### src/rtl/sqw_pkg.sv
package sqw_pkg;
    localparam int CNT_W   = 16;
    localparam int MODE_W  = 3;
    localparam int MODE_LSB  = CNT_W;
    localparam int DIAG_BIT  = MODE_LSB + MODE_W;
    localparam int LEVEL_BIT = 31;
    localparam int GP_DIR_BIT = 0;
    localparam int GP_EN_BIT  = 1;
    localparam logic [MODE_W-1:0] MODE_TOGGLE = 3'd7;

    typedef struct packed {
        logic              diag;
        logic [MODE_W-1:0] mode;
        logic [CNT_W-1:0]  reload;
    } ctrl_t;

    typedef struct packed {
        logic en;
        logic dir;
    } pad_t;
endpackage

### src/rtl/sqw_prescaler.sv
module sqw_prescaler #(
    parameter int DIV = 4
) (
    input  logic clk,
    input  logic rst_n,
    input  logic restart,
    output logic tick
);
    generate
        if (DIV <= 1) begin : g_pass
            assign tick = 1'b1;
        end else begin : g_div
            localparam int PW = $clog2(DIV);
            localparam logic [PW-1:0] LAST = PW'(DIV - 1);

            typedef struct packed {
                logic [PW-1:0] phase;
            } pre_t;

            pre_t s_d, s_q;

            always_comb begin
                s_d = s_q;
                if (restart || s_q.phase == LAST) begin
                    s_d.phase = '0;
                end else begin
                    s_d.phase = s_q.phase + 1'b1;
                end
            end

            always_ff @(posedge clk) begin
                if (!rst_n) s_q <= '0;
                else        s_q <= s_d;
            end

            assign tick = (s_q.phase == LAST);


            tick_gap_chk: assert property (@(posedge clk) disable iff (!rst_n)
                tick |=> !tick);

            phase_range_chk: assert property (@(posedge clk) disable iff (!rst_n)
                s_q.phase <= LAST);
        end
    endgenerate
endmodule

### src/rtl/sqw_wave_core.sv
module sqw_wave_core
    import sqw_pkg::*;
(
    input  logic  clk,
    input  logic  rst_n,
    input  logic  load,
    input  ctrl_t new_ctrl,
    input  logic  tick,
    output ctrl_t ctrl,
    output logic  level
);
    typedef struct packed {
        ctrl_t            ctrl;
        logic [CNT_W-1:0] remain;
        logic             level;
    } core_t;

    core_t s_d, s_q;
    logic  toggling;

    assign toggling = (s_q.ctrl.mode == MODE_TOGGLE);

    always_comb begin
        s_d = s_q;
        if (load) begin
            s_d.ctrl   = new_ctrl;
            s_d.remain = new_ctrl.reload;
            s_d.level  = 1'b0;
        end else if (toggling && tick) begin
            if (s_q.remain == '0) begin
                s_d.level  = ~s_q.level;
                s_d.remain = s_q.ctrl.reload;
            end else begin
                s_d.remain = s_q.remain - 1'b1;
            end
        end else if (!toggling) begin
            s_d.level = 1'b0;
        end
    end

    always_ff @(posedge clk) begin
        if (!rst_n) s_q <= '0;
        else        s_q <= s_d;
    end

    assign ctrl  = s_q.ctrl;
    assign level = s_q.level;


    remain_bound_chk: assert property (@(posedge clk) disable iff (!rst_n)
        s_q.remain <= s_q.ctrl.reload);

    level_hold_chk: assert property (@(posedge clk) disable iff (!rst_n)
        (!load && !tick) |=> $stable(s_q.level));

    idle_low_chk: assert property (@(posedge clk) disable iff (!rst_n)
        !toggling |-> !s_q.level);
endmodule

### src/rtl/sqw_irq_gen.sv
module sqw_irq_gen
    import sqw_pkg::*;
#(
    parameter int DIV = 4
) (
    input  logic        clk,
    input  logic        rst_n,
    input  logic        wr_en,
    input  logic        wr_sel,
    input  logic [31:0] wr_data,
    input  logic        rd_sel,
    output logic [31:0] rd_data,
    output logic        pin_out,
    output logic        pin_oe
);
    localparam int PAD_BITS = 2;

    typedef struct packed {
        pad_t pad;
    } top_t;

    top_t  s_d, s_q;
    logic  ctrl_wr, pad_wr, tick, level;
    ctrl_t ctrl, new_ctrl;
    logic  unused_wr_bits;

    assign ctrl_wr = wr_en && !wr_sel;
    assign pad_wr  = wr_en && wr_sel;

    assign new_ctrl.reload = wr_data[CNT_W-1:0];
    assign new_ctrl.mode   = wr_data[MODE_LSB +: MODE_W];
    assign new_ctrl.diag   = wr_data[DIAG_BIT];
    assign unused_wr_bits  = ^wr_data[31:DIAG_BIT+1];

    always_comb begin
        s_d = s_q;
        if (pad_wr) begin
            s_d.pad.dir = wr_data[GP_DIR_BIT];
            s_d.pad.en  = wr_data[GP_EN_BIT];
        end
    end

    always_ff @(posedge clk) begin
        if (!rst_n) s_q <= '0;
        else        s_q <= s_d;
    end

    sqw_prescaler #(.DIV(DIV)) u_pre (
        .clk     (clk),
        .rst_n   (rst_n),
        .restart (ctrl_wr),
        .tick    (tick)
    );

    sqw_wave_core u_core (
        .clk      (clk),
        .rst_n    (rst_n),
        .load     (ctrl_wr),
        .new_ctrl (new_ctrl),
        .tick     (tick),
        .ctrl     (ctrl),
        .level    (level)
    );

    always_comb begin
        rd_data = '0;
        if (rd_sel) begin
            rd_data[GP_DIR_BIT] = s_q.pad.dir;
            rd_data[GP_EN_BIT]  = s_q.pad.en;
        end else begin
            rd_data[CNT_W-1:0]          = ctrl.reload;
            rd_data[MODE_LSB +: MODE_W] = ctrl.mode;
            rd_data[DIAG_BIT]           = ctrl.diag;
            rd_data[LEVEL_BIT]          = level;
        end
    end

    assign pin_oe  = s_q.pad.dir && s_q.pad.en;
    assign pin_out = pin_oe && level;


    write_clears_chk: assert property (@(posedge clk) disable iff (!rst_n)
        ctrl_wr |=> !level);

    rise_needs_toggle_chk: assert property (@(posedge clk) disable iff (!rst_n)
        $rose(level) |-> (ctrl.mode == MODE_TOGGLE));

    pad_bits_chk: assert property (@(posedge clk) disable iff (!rst_n)
        $countones(rd_data & {32{rd_sel}}) <= PAD_BITS);
endmodule

### config.mk
export PLATFORM = sky130hd
export DESIGN_NAME = sqw_irq_gen
export DESIGN_NICKNAME = d
export VERILOG_FILES = /design/src/rtl/sqw_pkg.sv /design/src/rtl/sqw_prescaler.sv /design/src/rtl/sqw_wave_core.sv /design/src/rtl/sqw_irq_gen.sv
export SDC_FILE = /design/constraint.sdc
export NUM_CORES = 1
export LEC_CHECK = 0
export ABC_CLOCK_PERIOD_IN_PS = 3000
export BUFFER_PORTS_ARGS = -buffer_cell sky130_fd_sc_hd__buf_2
export CELL_PAD_IN_SITES_DETAIL_PLACEMENT = 0
export CELL_PAD_IN_SITES_GLOBAL_PLACEMENT = 1
export CORE_ASPECT_RATIO = 1.75
export CORE_MARGIN = 2
export CORE_UTILIZATION = 35
export DETAILED_ROUTE_END_ITERATION = 12
export PLACE_DENSITY = 0.79
export SETUP_SLACK_MARGIN = 0.15
export SLEW_MARGIN = 40
export SYNTH_ARGS = -nofsm -noshare
export SYNTH_HDL_FRONTEND = slang
export SYNTH_SLANG_ARGS = --single-unit
### constraint.sdc
create_clock -name clk -period 3 [get_ports clk]
set_clock_uncertainty 0.05 [all_clocks]
set_input_delay 0 -clock clk [delete_from_list [all_inputs] [get_ports clk]]
set_output_delay 0 -clock clk [all_outputs]
set_load 0.02 [all_outputs]
==> flow_summary.ini, run 1 <==
[synthesis]
ys_seq_area_frac = 0.3556
synth_top_area_share = 0.3556
synth_compound_area_frac = 0.2108
syn_inst = 292
synth_top_family_by_area = simple AND/OR/NAND/NOR gates
synthTopCellsByArea = dfxtp_1, nand2_1, nor2b_1
avgSynthCellArea_um2 = 7.906
synthSimpleGateAreaFrac = 0.2840
synth-xor-area-share = 0.03415
synth.area.mux_share = 0.01409
yosys.area.top_type = dfxtp_1
synth-seq-cells = 41
synth_cell_type_count = 50
synthesis.area_um2 = 2308
ys_async_sr_fraction = 0
synth_adder_area_share = 0.01626
yosysWarnings = 0
synth-edff-count = 0
ys.flop_type = dfxtp_1

[outcome]
status = finished, final reports clean

[hold_path]
whs_endpoint = s_q[1]
holdPathStages = 4
hp-class = input port to flip-flop
worstHoldStart = wr_en

[critical_path]
cp.required_ns = 3.17
rrSetupSlack_ns = 0.52
end_kind = flip-flop
r2r_cells = 7
cp_max_fo = 13
r2r-end = u_core.s_q[8]
crit_path_start_kind = flip-flop
rr_startpoint = u_core.s_q[1]
crit_arrival_ns = 2.65
path_class = flip-flop to flip-flop

[sta]
finalCriticalPeriod_ns = 2.482
fmax_mhz = 403.0
slew_headroom = 0.5399
hold_viol = 0
finalCritPeriodShare = 0.8272
slew_viol_final = 0
finalSetupViolations = 0
tns_ns = 0
rsz0062_at_grt = false
tightest_slew_ns = 0.6901

[die]
fp-row-count = 39
core_um2 = 6441
initial_core_util = 0.3584
die_x_um = 65.39
io-pin-count = 71
die_area_um2 = 7287
fp.dieH_um = 111.4

[finish]
design_area_um2 = 2943
drive_gt1_frac = 0.2067
final_cells = 440
diodes = 0
area_growth_pct = 27.48
final_nets = 397

[clock_tree]
clockBufferDepth = 2
cts_buffers = 5
cts_tree = yes
post_cts_resized = 0
path_clk_slew_ns = 0.06
cts.sinks = 41
cts_max_level = 2
clock_latency_ns = 0.28
cts-root-buf = clkbuf_16

[power]
pwr-share-clk = 0.393
pwr-share-comb = 0.216
power_mw = 1.601
seqPwrFrac = 0.391
p_switching_mw = 0.4549
power.density_nw_per_um2 = 543.9
swShare = 0.2842
total_leakage_power_nw = 1.221
irDropWorstVdd_mv = 0.3263
p_int_mw = 1.146

[grt]
grt_use_total = 0.1856
grt_max_degree = 32
antenna_found_initial = 0
grt_pass1_wl_um = 10690
grt_pass1_vias = 2283
gr-total-overflow = 0

[placed_design]
dpl.hpwl_um = 4372
placed_cells = 410
place_area_um2 = 2550
globalplace.congestion = 0.8201
io_buffers = 47

[route]
drt-pass1-iter-count = 4
drt-initial-drc-count = 65
drtAntennaViolNets = 0
post_drt_wl_per_cell_um = 14.59
via_per_inst = 5.223
drc_errors = 0
wl_um = 6420
vias = 2298

[flow_run]
maxCapViolCount = 0
[repair_timing]
action / in CTS / in global routing
hold buffers: 22 / 0
buffers inserted: 0 / 0
endpoints found under the hold margin: 27 / 0
[cell usage in the layout (no fill, tap or decap), drive strengths merged, types with 2 or more instances in the layout]
cell         netlist  layout
a31oi              7       7
a21oi             24      24
nor2              14      14
mux2               2       2
a211o              3       3
o32ai              3       3
or4                3       3
conb               1      11
nor3b              2       2
ha                 3       3
dfxtp             41      41
nor2b             20      20
o21ai             12      12
xnor2              5       5
nand4              2       2
xor2               4       4
nor4               3       3
dlygate4sd3        0      22
nand3              6       6
o211ai             6       6
clkbuf            13       7
buf               13      52
nor3              16      16
o221ai             3       3
inv                5       5
o221a              2       2
a21boi             4       4
o22ai              2       2
and3               3       3
nand2             55      55
[registers in the layout, summed over array words and instances, names as in the netlist]
name	flops
u_core.ctrl	20
u_core.s_q	16
s_q	2
u_pre.g_div.s_q	2
u_core.level	1
[cell usage after synthesis, types with 2 or more instances]
cell type and count:
nand2_1 55, dfxtp_1 41, a21oi_1 24, nor2b_1 20, nor3_1 16, nor2_1 13
o21ai_0 12, buf_4 11, clkbuf_1 11, a31oi_1 7, nand3_1 6, o211ai_1 6
inv_1 5, xnor2_1 5, a21boi_0 4, xor2_1 4, a211o_1 3, ha_1 3
o221ai_1 3, o32ai_1 3, and3_1 2, buf_6 2, clkbuf_8 2, mux2_2 2
nand4_1 2, nor3b_1 2, nor4_1 2, o221a_2 2, o22ai_1 2, or4_4 2
[worst max-delay path, stage by stage, from the launching register on]
cell and delay, ns:
dfxtp_1 0.34, inv_1 0.12, ha_1 0.17, nor3b_1 0.47, and3_2 0.30, nand2_1 0.34
o21ai_0 0.40, o221a_2 0.24
[area by class of cell]
cell class	instances	area, um2
tap	82	102.6
multi-input combinational	230	1335
clock buffer	7	142.6
fill	686	3498
timing repair buffer	74	493.0
clock inverter	1	30.03
sequential	41	820.8
inverter	5	18.77
[worst max path at each step]
| stage | from | to | slack [ns] | depth (start not counted) |
|---|---|---|---|---|
| 2_1_floorplan | u_core.s_q[6] | u_core.s_q[16] | 0.67 | 6 |
| 3_3_place_gp | u_core.s_q[1] | u_core.s_q[8] | 0.55 | 7 |
| 3_5_place_dp | u_core.s_q[1] | u_core.s_q[8] | 0.56 | 7 |
| 4_1_cts | u_core.s_q[1] | u_core.s_q[8] | 0.53 | 7 |
| 5_1_grt | u_core.s_q[1] | u_core.s_q[8] | 0.32 | 7 |
| 6_report | u_core.s_q[1] | u_core.s_q[8] | 0.52 | 7 |
[metal layers]
layer | vias to the layer above | GRT usage | wire length [um]
li1 | 1150 | - | -
met1 | 1080 | 0.2081 | 2538
met2 | 55 | 0.3395 | 3486
met3 | 13 | 0.02525 | 224
met4 | 0 | 0.07778 | 170
met5 | - | 0 | 0
[power by group through the flow]
stage          combinational [mW]  sequential (mW)  clock (mW)
4_1_cts                     0.347            0.625       0.637
5_1_grt                     0.382            0.634       0.663
3_3_place_gp                0.321            0.635           0
2_1_floorplan               0.256            0.625           0
3_5_place_dp                0.324            0.637           0
6_report                    0.346            0.626       0.629
[cells by family (layout without fill, tap and decap cells)]
group                      after synthesis  in the layout
and+or+nand+nor                        130            130
AOI/OAI and AO/OA                       74             74
DFF                                     41             41
buffers and inverters                   31             87
xor gates and xnor gates                 9              9
adders and majority gates                3              3
muxes                                    3              3
other                                    1             11
[per-stage QoR]
stage | hold WS (ns) | utilization | worst slack [ns]
after floorplan | 0.08330 | - | 0.6689
after global placement | 0.1941 | 0.3959 | 0.5461
after detailed placement | 0.2013 | 0.3959 | 0.5572
after CTS | 0.01684 | 0.4569 | 0.5336
after global routing | 0.03474 | 0.4569 | 0.3174
final | 0.01914 | 0.4569 | 0.5184
Note: power is estimated with default switching activity, not from simulation.
==> run 2, diff against run 1 <==
--- a/config.mk
+++ b/config.mk
@@ -5,15 +5,15 @@
 export SDC_FILE = /design/constraint.sdc
 export NUM_CORES = 1
 export LEC_CHECK = 0
-export ABC_CLOCK_PERIOD_IN_PS = 3000
+export ABC_CLOCK_PERIOD_IN_PS = 2150
 export BUFFER_PORTS_ARGS = -buffer_cell sky130_fd_sc_hd__buf_2
 export CELL_PAD_IN_SITES_DETAIL_PLACEMENT = 0
 export CELL_PAD_IN_SITES_GLOBAL_PLACEMENT = 1
 export CORE_ASPECT_RATIO = 1.75
 export CORE_MARGIN = 2
-export CORE_UTILIZATION = 35
+export CORE_UTILIZATION = 33
 export DETAILED_ROUTE_END_ITERATION = 12
-export PLACE_DENSITY = 0.79
+export PLACE_DENSITY = 0.78
 export SETUP_SLACK_MARGIN = 0.15
 export SLEW_MARGIN = 40
 export SYNTH_ARGS = -nofsm -noshare
==> constraint.sdc (replaced) <==
create_clock -name clk -period 2.15 [get_ports clk]
set_clock_uncertainty 0.05 [all_clocks]
set_input_delay 0 -clock clk [delete_from_list [all_inputs] [get_ports clk]]
set_output_delay 0 -clock clk [all_outputs]
set_load 0.02 [all_outputs]
==> flow_summary.ini, run 2 (synthesis results as in run 1) <==
[die]
die_x_um = 67.23
fp-row-count = 40
initial_core_util = 0.3392
io-pin-count = 71
core_um2 = 6807
fp.dieH_um = 114.6
die_area_um2 = 7707

[grt]
grt_pass1_wl_um = 10920
grt_pass1_vias = 2277
antenna_found_initial = 0
grt_max_degree = 22
gr-total-overflow = 0
grt_use_total = 0.1880

[route]
vias = 2395
drt-initial-drc-count = 100
drc_errors = 0
drt-pass1-iter-count = 4
drtAntennaViolNets = 0
via_per_inst = 5.128
wl_um = 6890
post_drt_wl_per_cell_um = 14.75

[sta]
finalCriticalPeriod_ns = 2.165
hold_viol = 0
rsz0062_at_grt = true
slew_viol_final = 0
fmax_mhz = 461.8
tns_ns = -0.01531
setup_ws_ns = -0.01531
slew_headroom = 0.5552
finalSetupViolations = 1
tightest_slew_ns = 0.6665
finalCritPeriodShare = 1.007

[placed_design]
io_buffers = 47
dpl.hpwl_um = 4833
placed_cells = 434
place_area_um2 = 2720
globalplace.congestion = 0.8620

[finish]
final_nets = 422
mostFrequentLayoutCells = nand2_1, buf_2, dfxtp_1, buf_4, a21oi_1
drive_gt1_frac = 0.2924
multi_input_area_um2 = 1416
seq_area_um2 = 823.3
final_cells = 467
diodes = 0
utilization = 0.4752
fillCellCount = 692
design_area_um2 = 3234
area_growth_pct = 40.11
final_common_cell = nand2_1
largest_reg_flops = 20

[flow_run]
maxCapViolCount = 0

[hold_path]
hp-class = input port to flip-flop

[clock_tree]
cts_buffers = 5
cts-root-buf = clkbuf_16
cts_tree = yes
clock_latency_ns = 0.29
cts_max_level = 2
cts.sinks = 41
clockBufferDepth = 2
path_clk_slew_ns = 0.06

[power]
power_mw = 2.366
total_leakage_power_nw = 1.377
power.density_nw_per_um2 = 731.5
irDropWorstVdd_mv = 0.3971

[critical_path]
path_common_cell = or4_4
cp_max_fo = 5
cpPeakStageDelay_ns = 0.53
crit_slowest_cell = or4_4
end_kind = flip-flop
path_class = flip-flop to flip-flop
crit_arrival_ns = 2.25
cp_cell_sequence = or4_4, or4_4, or4_4, o2111ai_1, a221oi_1
crit_path_start_kind = flip-flop
cp.required_ns = 2.23

[outcome]
status = finished, violations left
violations = negative setup slack
-- run 2: cell types whose count changed in the layout (fill, tap and decap cells not counted), moves of 3 or more --
cell | previous run | this run
buf_4 | 5 | 26
nor3_1 | 16 | 11
nor3_2 | 0 | 5
buf_6 | 0 | 3
o21ai_0 | 12 | 9
-- run 2: area by class of cell --
| class | instances | area share |
|---|---|---|
| multi-input cells | 230 | 0.4379 |
| flip-flops and latches | 41 | 0.2545 |
| repair buffers | 99 | 0.2147 |
| clock buffers | 6 | 0.04294 |
| well taps | 84 | 0.03250 |
| clock inverters | 2 | 0.01161 |
| inverters | 5 | 0.005803 |
-- run 2: what timing repair did --
action / 4_1_cts / 5_1_grt
setup buffers: 1 / 1
hold endpoints to repair: 27 / 0
pin swaps: 16 / 5
gates resized for setup: 13 / 9
hold buffers: 23 / 0
endpoints found under the setup margin: 15 / 17
-- run 2: final timing paths --
path	start	to	slack (ns)	depth (start not counted)
setup / recovery	u_core.s_q[9]	u_core.s_q[16]	-0.02	5
hold / removal	wr_en	s_q[0]	0.01	4
setup reg to reg	u_core.s_q[9]	u_core.s_q[16]	-0.02	5
hold reg to reg	u_pre.g_div.s_q[0]	u_pre.g_div.s_q[0]	0.39	1
-- run 2: per-stage QoR --
step / setup WS, ns / hold slack, ns
2_1_floorplan: -0.08496 / 0.08330
3_3_place_gp: -0.01694 / 0.1913
3_5_place_dp: -0.06634 / 0.1988
4_1_cts: -0.009690 / 0.007893
5_1_grt: -0.08602 / 0.03827
6_report: -0.01531 / 0.01272
-- run 2: report_power, final --
| group | switching [mW] | leakage [nW] | internal [mW] | total [mW] |
|---|---|---|---|---|
| sequential | 0.0584 | 0.337 | 0.812 | 0.871 |
| clock | 0.307 | 0.0831 | 0.579 | 0.886 |
| combinational | 0.326 | 0.957 | 0.283 | 0.609 |
-- run 2: critical path, delay by kind of cell (launching register included) --
family | cells | cell delay, ns
AOI/OAI and AO/OA | 2 | 0.20
DFF | 1 | 0.32
and+or+nand+nor | 3 | 1.44
-- run 2: metal layers --
| layer | global-route usage | vias to the layer above | share of wire | wire (um) |
|---|---|---|---|---|
| li1 | - | 1193 | - | - |
| met1 | 0.2067 | 1104 | 0.39 | 2666 |
| met2 | 0.3406 | 85 | 0.54 | 3752 |
| met3 | 0.02950 | 13 | 0.045 | 309 |
| met4 | 0.08571 | 0 | 0.023 | 161 |
| met5 | 0 | - | 0 | 0 |
==> run 3, diff against run 2 <==
--- a/config.mk
+++ b/config.mk
@@ -13,6 +13,7 @@
 export CORE_MARGIN = 2
 export CORE_UTILIZATION = 33
 export DETAILED_ROUTE_END_ITERATION = 12
+export GPL_TIMING_DRIVEN = 0
 export PLACE_DENSITY = 0.78
 export SETUP_SLACK_MARGIN = 0.15
 export SLEW_MARGIN = 40
==> flow_summary.ini, run 3 (synthesis results as in run 1) <==
[outcome]
status = finished, violations left
violations = negative setup slack

[power]
p_switching_mw = 0.7178
power_mw = 2.287
pwr-share-clk = 0.331
irDropWorstVdd_mv = 0.3169
swShare = 0.3138
total_leakage_power_nw = 1.376
seqPwrFrac = 0.385
power.density_nw_per_um2 = 695.4
pwr-share-comb = 0.284
p_int_mw = 1.569

[sta]
rsz0062_at_grt = true
slew_viol_final = 0
finalCritPeriodShare = 1.045
setup_ws_ns = -0.09653
finalCriticalPeriod_ns = 2.247
hold_viol = 0
slew_headroom = 0.5579
tns_ns = -0.1904
tightest_slew_ns = 0.6631
fmax_mhz = 445.1
finalSetupViolations = 5

[critical_path]
cp.required_ns = 2.26
cp_max_fo = 8
r2r-end = u_core.s_q[16]
end_kind = flip-flop
r2r_cells = 6
critPathBufInv = 1
crit_arrival_ns = 2.35
cpPeakStageDelay_ns = 0.56
crit_family = simple AND/OR/NAND/NOR gates
endpoint = u_core.s_q[16]
crit_slowest_cell = or4_4
path_common_cell = or4_4
path_class = flip-flop to flip-flop
crit_path_start_kind = flip-flop
rrSetupSlack_ns = -0.1
cp_cell_sequence = or4_4, or4_4, buf_8, or4_4, o2111ai_2, a221oi_2
worst-path-stages = 6
rr_startpoint = u_core.s_q[9]
critPathLaunch = u_core.s_q[9]

[route]
wl_um = 7448
drt-pass1-iter-count = 4
vias = 2418
via_per_inst = 5.123
drtAntennaViolNets = 0
drc_errors = 0
post_drt_wl_per_cell_um = 15.78
drt-initial-drc-count = 88

[grt]
grt_max_degree = 12
grt_use_total = 0.1958
antenna_found_initial = 0
gr-total-overflow = 0
grt_pass1_wl_um = 11080
grt_pass1_vias = 2300

[placed_design]
globalplace.congestion = 0.8781
io_buffers = 46
post-place-ws_ns = -0.3213
placed_cells = 432
dpl.hpwl_um = 5136

[die]
die_x_um = 67.23
die_area_um2 = 7707
core_um2 = 6807
fp-row-count = 40
io-pin-count = 71
initial_core_util = 0.3392
fp.dieH_um = 114.6

[finish]
final_nets = 428
final_common_cell = nand2_1
mostFrequentLayoutCells = nand2_1, buf_2, dfxtp_1, a21oi_1, dlygate4sd3_1
final_cells = 472
largest_reg_flops = 20
area_growth_pct = 42.49
diodes = 0
fillCellCount = 714
drive_gt1_frac = 0.2938

[clock_tree]
cts-root-buf = clkbuf_16
clock_latency_ns = 0.29
cts_tree = yes
cts_buffers = 5
cts_max_level = 2
path_clk_slew_ns = 0.06
cts.sinks = 41
clockBufferDepth = 2

[hold_path]
hp-class = input port to flip-flop

[flow_run]
maxCapViolCount = 0
==> run 3: cell types whose count changed in the layout (fill, tap and decap cells not counted), moves of 2 or more <==
cell | previous run | this run
nor2_1 | 13 | 11
buf_4 | 26 | 20
nor2_4 | 0 | 2
nor3_1 | 11 | 9
clkbuf_8 | 1 | 3
clkbuf_1 | 0 | 10
==> run 3: per-layer routing <==
metal,share of wire,global-route usage
met5,0,0
met4,0.037,0.1293
met3,0.052,0.03540
met2,0.54,0.3399
met1,0.37,0.2083
==> run 3: worst min-delay path by stage <==
stage	startpoint	to	slack [ns]	cells past startpoint
3_3_place_gp	wr_data[18]	u_core.ctrl[18]	0.19	3
4_1_cts	wr_en	s_q[1]	0.006	4
2_1_floorplan	wr_data[16]	u_core.ctrl[16]	0.08	2
6_report	wr_en	s_q[1]	0.01	4
5_1_grt	wr_sel	s_q[0]	0.03	4
3_5_place_dp	wr_data[19]	u_core.ctrl[19]	0.20	3
==> run 3: power groups by stage <==
stage	logic, mW	registers [mW]	clock network (mW)
after global placement	0.473	0.887	0
after CTS	0.572	0.873	0.770
after detailed placement	0.478	0.890	0
after floorplan	0.357	0.873	0
after global routing	0.701	0.887	0.798
final	0.650	0.880	0.758
==> run 3: cell type report <==
class | count | area (um2) | area share
Buffer | 26 | 186.4 | 0.05668
Clock buffer | 7 | 142.6 | 0.04336
Inverter | 5 | 18.77 | 0.005706
Multi-Input combinational cell | 230 | 1469 | 0.4466
Sequential cell | 41 | 827.0 | 0.2514
Tap cell | 84 | 105.1 | 0.03195
Timing Repair Buffer | 79 | 540.5 | 0.1643
==> run 3: worst min-delay path: cells and delay by family <==
kind | cells | cell delay (ns)
AND/OR/NAND/NOR | 2 | 0.13
AO/OA/AOI/OAI | 1 | 0.05
buffers and inverters | 1 | 0.12
==> run 3: timing repair <==
action	4_1_cts	5_1_grt
hold buffers	22	0
buffers inserted	6	5
resized for setup	17	22
setup endpoints to repair	15	16
pin swaps	12	15
endpoints found under the hold margin	27	0
==> run 3: per-stage QoR <==
stage / instance area, um2 / util / hold WS (ns)
4_1_cts: 3157 / 0.4638 / 0.006215
3_5_place_dp: 2689 / 0.3950 / 0.1987
3_3_place_gp: 2684 / 0.3943 / 0.1916
5_1_grt: 3289 / 0.4833 / 0.03099
2_1_floorplan: 2349 / - / 0.08330
6_report: 3289 / 0.4833 / 0.01128
